`src/rtl/ptp_exchange_calc.sv`:
```
module ptp_exchange_calc #(
  parameter int TS_W = 64
) (
  input  logic                   clk,
  input  logic                   rst_n,
  input  logic                   ev_valid,
  input  logic [1:0]             ev_kind,
  input  logic [TS_W-1:0]        ev_stamp,
  input  logic [TS_W-1:0]        ev_origin,
  input  logic                   one_step,
  output logic                   res_valid,
  output logic signed [TS_W-1:0] res_offset,
  output logic [TS_W-1:0]        res_delay,
  output logic                   seq_err
);

  localparam logic [1:0] K_SYNC = 2'd0;
  localparam logic [1:0] K_FUP  = 2'd1;
  localparam logic [1:0] K_DREQ = 2'd2;
  localparam logic [1:0] K_DRSP = 2'd3;
  localparam int DW = TS_W + 1;
  localparam int SW = TS_W + 2;

  typedef enum logic [2:0] {
    S_IDLE, S_GOT_SYNC, S_GOT_T1, S_SENT_REQ, S_DONE
  } stage_t;

  stage_t          st_q;
  logic [TS_W-1:0] t1_q, t2_q, t3_q;

  logic signed [DW-1:0] fwd, rev;
  logic signed [SW-1:0] sum, dif, half_sum, half_dif;
  logic                 unused_bits;

  assign fwd      = $signed({1'b0, t2_q}) - $signed({1'b0, t1_q});
  assign rev      = $signed({1'b0, ev_stamp}) - $signed({1'b0, t3_q});
  assign sum      = SW'(fwd) + SW'(rev);
  assign dif      = SW'(fwd) - SW'(rev);
  assign half_sum = sum >>> 1;
  assign half_dif = dif >>> 1;
  assign unused_bits = ^{half_sum[SW-1:TS_W], half_dif[SW-1:TS_W]};

  logic fup_ok, dreq_ok, drsp_ok;
  assign fup_ok  = (st_q == S_GOT_SYNC);
  assign dreq_ok = (st_q == S_GOT_T1);
  assign drsp_ok = (st_q == S_SENT_REQ);

  always_ff @(posedge clk or negedge rst_n) begin
    if (!rst_n) begin
      st_q       <= S_IDLE;
      t1_q       <= '0;
      t2_q       <= '0;
      t3_q       <= '0;
      res_valid  <= 1'b0;
      seq_err    <= 1'b0;
      res_delay  <= '0;
      res_offset <= '0;
    end else begin
      res_valid <= 1'b0;
      seq_err   <= 1'b0;
      if (st_q == S_DONE) st_q <= S_IDLE;
      if (ev_valid) begin
        case (ev_kind)
          K_SYNC: begin
            t2_q <= ev_stamp;
            if (one_step) begin
              t1_q <= ev_origin;
              st_q <= S_GOT_T1;
            end else begin
              st_q <= S_GOT_SYNC;
            end
          end
          K_FUP: begin
            if (fup_ok) begin
              t1_q <= ev_stamp;
              st_q <= S_GOT_T1;
            end else begin
              seq_err <= 1'b1;
              st_q    <= S_IDLE;
            end
          end
          K_DREQ: begin
            if (dreq_ok) begin
              t3_q <= ev_stamp;
              st_q <= S_SENT_REQ;
            end else begin
              seq_err <= 1'b1;
              st_q    <= S_IDLE;
            end
          end
          default: begin
            if (drsp_ok) begin
              if (sum[SW-1]) begin
                seq_err <= 1'b1;
              end else begin
                res_valid  <= 1'b1;
                res_delay  <= half_sum[TS_W-1:0];
                res_offset <= half_dif[TS_W-1:0];
              end
              st_q <= S_DONE;
            end else begin
              seq_err <= 1'b1;
              st_q    <= S_IDLE;
            end
          end
        endcase
      end
    end
  end

  p_strobe_single_r7: assert property (@(posedge clk) disable iff (!rst_n)
    res_valid |=> !res_valid);

  p_strobe_after_resp_r7: assert property (@(posedge clk) disable iff (!rst_n)
    res_valid |-> ($past(ev_valid) && $past(ev_kind) == K_DRSP && $past(st_q) == S_SENT_REQ));

  p_result_held_r7: assert property (@(posedge clk) disable iff (!rst_n)
    !res_valid |-> ($stable(res_delay) && $stable(res_offset)));

  p_err_returns_idle_r8: assert property (@(posedge clk) disable iff (!rst_n)
    seq_err |-> (st_q == S_IDLE || st_q == S_DONE));

  p_err_has_cause_r8: assert property (@(posedge clk) disable iff (!rst_n)
    seq_err |-> $past(ev_valid));

  p_sync_no_err_r9: assert property (@(posedge clk) disable iff (!rst_n)
    (ev_valid && ev_kind == K_SYNC) |=> !seq_err && !res_valid);

  p_neg_no_result_r10: assert property (@(posedge clk) disable iff (!rst_n)
    !(res_valid && seq_err));

  p_one_step_skips_r4: assert property (@(posedge clk) disable iff (!rst_n)
    (ev_valid && ev_kind == K_SYNC && one_step) |=> (st_q == S_GOT_T1));

endmodule

```
`config.mk`:
```
export PLATFORM = sky130hd
export DESIGN_NAME = ptp_exchange_calc
export DESIGN_NICKNAME = d
export VERILOG_FILES = /design/src/rtl/ptp_exchange_calc.sv
export SDC_FILE = /design/constraint.sdc
export NUM_CORES = 1
export LEC_CHECK = 0
export CAP_MARGIN = 20
export CORE_MARGIN = 3
export CORE_UTILIZATION = 40
export DETAILED_ROUTE_END_ITERATION = 16
export HOLD_SLACK_MARGIN = 0.1
export PLACE_DENSITY_LB_ADDON = 0.1
export RECOVER_POWER = 50
export SYNTH_ARGS = -nofsm -noshare
export SYNTH_HDL_FRONTEND = slang
export SYNTH_SLANG_ARGS = --single-unit
```
`constraint.sdc`:
```
create_clock -name clk -period 8.5 [get_ports clk]
set_input_delay 1.7 -clock clk [delete_from_list [all_inputs] [get_ports clk]]
set_output_delay 1.7 -clock clk [all_outputs]
set_load 0.05 [all_outputs]
```
==> results.py <==
metrics = {
    "yosys": {
        "ys.flop_type": "dfrtp_1",
        "synth-compound-area-share": 0.2419,
        "ys_async_sr_fraction": 1.000,
        "yosysTopAreaCellShare": 0.2937,
        "synth_most_common_cell": "nand2_1",
        "synth_xor_area_frac": 0.07970,
        "synth.area.mux_share": 0.05101,
        "yosys.area.top_type": "dfrtp_1",
        "synth_fp_nets": 3834,
        "synth_top_family_by_area": "compound AO/OA/AOI/OAI gates",
        "yosys_warnings": 0,
        "synth_edf_count": 0,
        "netlist_area_mm2": 0.02769,
        "synth_cells": 3441,
        "synth_seq_area_share": 0.2937,
        "synthAdderAreaFrac": 0.1181,
        "synth_seq_cells": 325,
        "yosys-top-cells-count": "412 x nand2_1, 325 x dfrtp_1, 294 x o21ai_0",
        "synth_cell_type_count": 75,
        "syn_area_per_cell_um2": 8.048,
        "yosys.area_share.simple": 0.1492,
        "yosys-top-cells-area": "dfrtp_1 29%, ha_1 12%, nand2_1 5.6%, xnor2_1 5.5%, o21ai_0 5.3%",
    },
    "layout": {
        "post-route-util": 0.4969,
        "stdcell_area_mm2": 0.03372,
        "n_antenna_cell": 0,
        "area_growth_syn_to_layout_pct": 21.78,
        "drive_gt1_frac": 0.09890,
        "stdcell_count": 4733,
        "final_nets": 4180,
    },
    "clock_network": {
        "cts_tree": "built",
        "cts_root_buf": "clkbuf_16",
        "cts_hold_buf": 0,
        "cts.clk_slew.worst_paths_ns": 0.06,
        "cts_max_path_buffers": 3,
        "htree_num_levels": 2,
        "cts_resized": 0,
        "cts_sinks": 325,
        "cts_buffers": 40,
        "cts_setup_buffers": 0,
        "clkLatencyLatePin_ns": 0.57,
    },
    "worst_setup_path": {
        "end_kind": "flip-flop",
        "critPathKind": "primary input to flip-flop",
        "r2r_cells": 30,
        "crit_arrival_ns": 8.40,
        "cp.required_ns": 8.90,
        "cp_max_fo": 4,
        "startpoint_type": "primary input",
    },
    "detailed_routing": {
        "drt-met1-wl_um": 47970,
        "drt_iter0_drc": 1965,
        "firstDrtPassIters": 5,
        "route.met3.wl_um": 5147,
        "wl_met2_um": 42220,
        "viasPerCell": 5.479,
        "top_layer": "met5",
        "wl_per_cell_um": 20.54,
        "ant_nets": 0,
        "wl_um": 97220,
        "drc": 0,
        "num_vias": 25930,
    },
    "sta": {
        "finalSetupViolations": 0,
        "period_share": 0.9412,
        "fin_crit_ns": 8.000,
        "fmax_ghz": 0.1250,
        "skew_ns": 0.02528,
        "rsz0062_at_grt": "false",
        "drv_slew": 196,
        "relSlewSlack": -2.742,
        "fin_setup_tns_ns": 0,
        "hold_viol": 0,
        "worstMarginPinSlew_ns": 5.612,
    },
    "worst_hold_path": {
        "hold_path_class": "flip-flop to flip-flop",
        "worstHoldPathCells": 2,
    },
    "flow_run": {
        "cap_violations": 3,
    },
    "placement": {
        "place_hpwl_um": 78970,
        "gp_congestion": 0.9280,
        "place_inst": 4666,
        "dpl_cell_area_mm2": 0.03249,
        "portBuffers": 263,
    },
    "run_status": {
        "violations": "capacitance limit, slew limit",
        "status": "complete, but fails checks",
    },
    "floorplan": {
        "dieArea_mm2": 0.07242,
        "rows": 95,
        "ios": 264,
        "die_x_um": 269.1,
        "initial_core_util": 0.4080,
        "die_h_um": 269.1,
        "coreArea_mm2": 0.06787,
    },
    "grt": {
        "grt_max_degree": 141,
        "grt_usage": 0.2600,
        "grt_first_pass_wirelength_um": 149800,
        "first_global_vias": 24840,
        "antenna_found_initial": 2,
        "grt_overflow_total": 0,
    },
}
[cell type report]
| class | count | area (um2) |
|---|---|---|
| Clock buffer | 60 | 1167 |
| Clock inverter | 7 | 87.58 |
| Fill cell | 6566 | 34150 |
| Inverter | 282 | 1059 |
| Multi-Input combinational cell | 2649 | 17750 |
| Sequential cell | 325 | 8133 |
| Tap cell | 921 | 1152 |
| Timing Repair Buffer | 489 | 4377 |
[registers in the layout (all words and copies together) (netlist names)]
| name | flops |
|---|---|
| res_delay | 64 |
| res_offset | 64 |
| t1_q | 64 |
| t2_q | 64 |
| t3_q | 64 |
| st_q | 3 |
| res_valid | 1 |
| seq_err | 1 |
[worst paths after layout]
| check | start | to | slack, ns |
|---|---|---|---|
| worst max-delay path | ev_stamp[0] | seq_err | 0.50 |
| worst min-delay path | res_offset[21] | res_offset[21] | 0.48 |
| worst min register to register | res_offset[21] | res_offset[21] | 0.48 |
| min in group asynchronous | rst_n | t1_q[24] | 3.14 |
| worst max register to register | t2_q[0] | res_offset[18] | 1.08 |
| max in group asynchronous | rst_n | t2_q[61] | 1.60 |
[layer usage]
layer,GRT usage,vias up
met5,0,-
met4,0.05152,2
met3,0.03467,88
met2,0.4023,719
met1,0.3874,12430
li1,-,12690
[metrics by stage]
step | setup WS [ns] | hold WS (ns)
after global placement | -0.2010 | 0.4621
after global routing | 0.008888 | 0.5017
final | 0.4996 | 0.4771
after CTS | 0.4274 | 0.4810
after floorplan | 1.313 | 0.4498
after detailed placement | -0.1259 | 0.4687
[critical path: stages]
cell,delay [ns]
clkdlybuf4s50_1,0.46
inv_1,0.08
ha_1,0.24
fa_1,0.22
nor2b_1,0.05
o21ai_0,0.20
a21oi_1,0.13
o21a_1,0.28
nor3_2,0.35
o21ai_1,0.14
buf_4,0.18
a21oi_1,0.40
o41ai_2,0.16
buf_4,0.16
o221ai_1,0.37
o21ai_1,0.23
or2_2,0.34
xor2_1,0.16
ha_1,0.36
a21oi_1,0.21
o21ai_0,0.18
a221oi_1,0.39
o21ai_0,0.16
a21oi_1,0.26
o31a_1,0.22
buf_4,0.14
a21oi_1,0.08
a2111oi_0,0.53
[cells in the final DEF, fill, tap and decap left out, types with 15 or more instances in the layout]
master,synthesis,routed
mux2_2,65,65
a21o_1,143,143
ha_1,255,255
nor4_1,15,15
nor2b_1,44,44
o211ai_1,15,15
buf_4,1,218
a21oi_1,281,281
xnor2_1,175,175
nor3_1,45,43
o21ai_1,75,75
clkdlybuf4s50_1,0,260
o21a_1,23,23
nand3_1,62,62
dfrtp_1,325,325
xor2_1,77,77
inv_1,275,275
nand2b_1,24,24
o21bai_1,61,61
o21ai_0,294,294
nor2_1,188,188
o31ai_1,30,30
nand4_1,41,41
nand2_1,412,412
a211oi_1,20,20
and3_1,20,20
clkbuf_16,0,41
mux2i_1,68,68
a31oi_1,33,33
[cells by family after synthesis]
family	after synthesis
compound gates	1090
simple gates	915
buf+inv	467
fa+ha+maj	259
flops	325
mux	133
xor+xnor	252
Power is left out: the tool's default activity adds up to more than one toggle a clock period on the data nets, which glitch-free logic cannot reach.
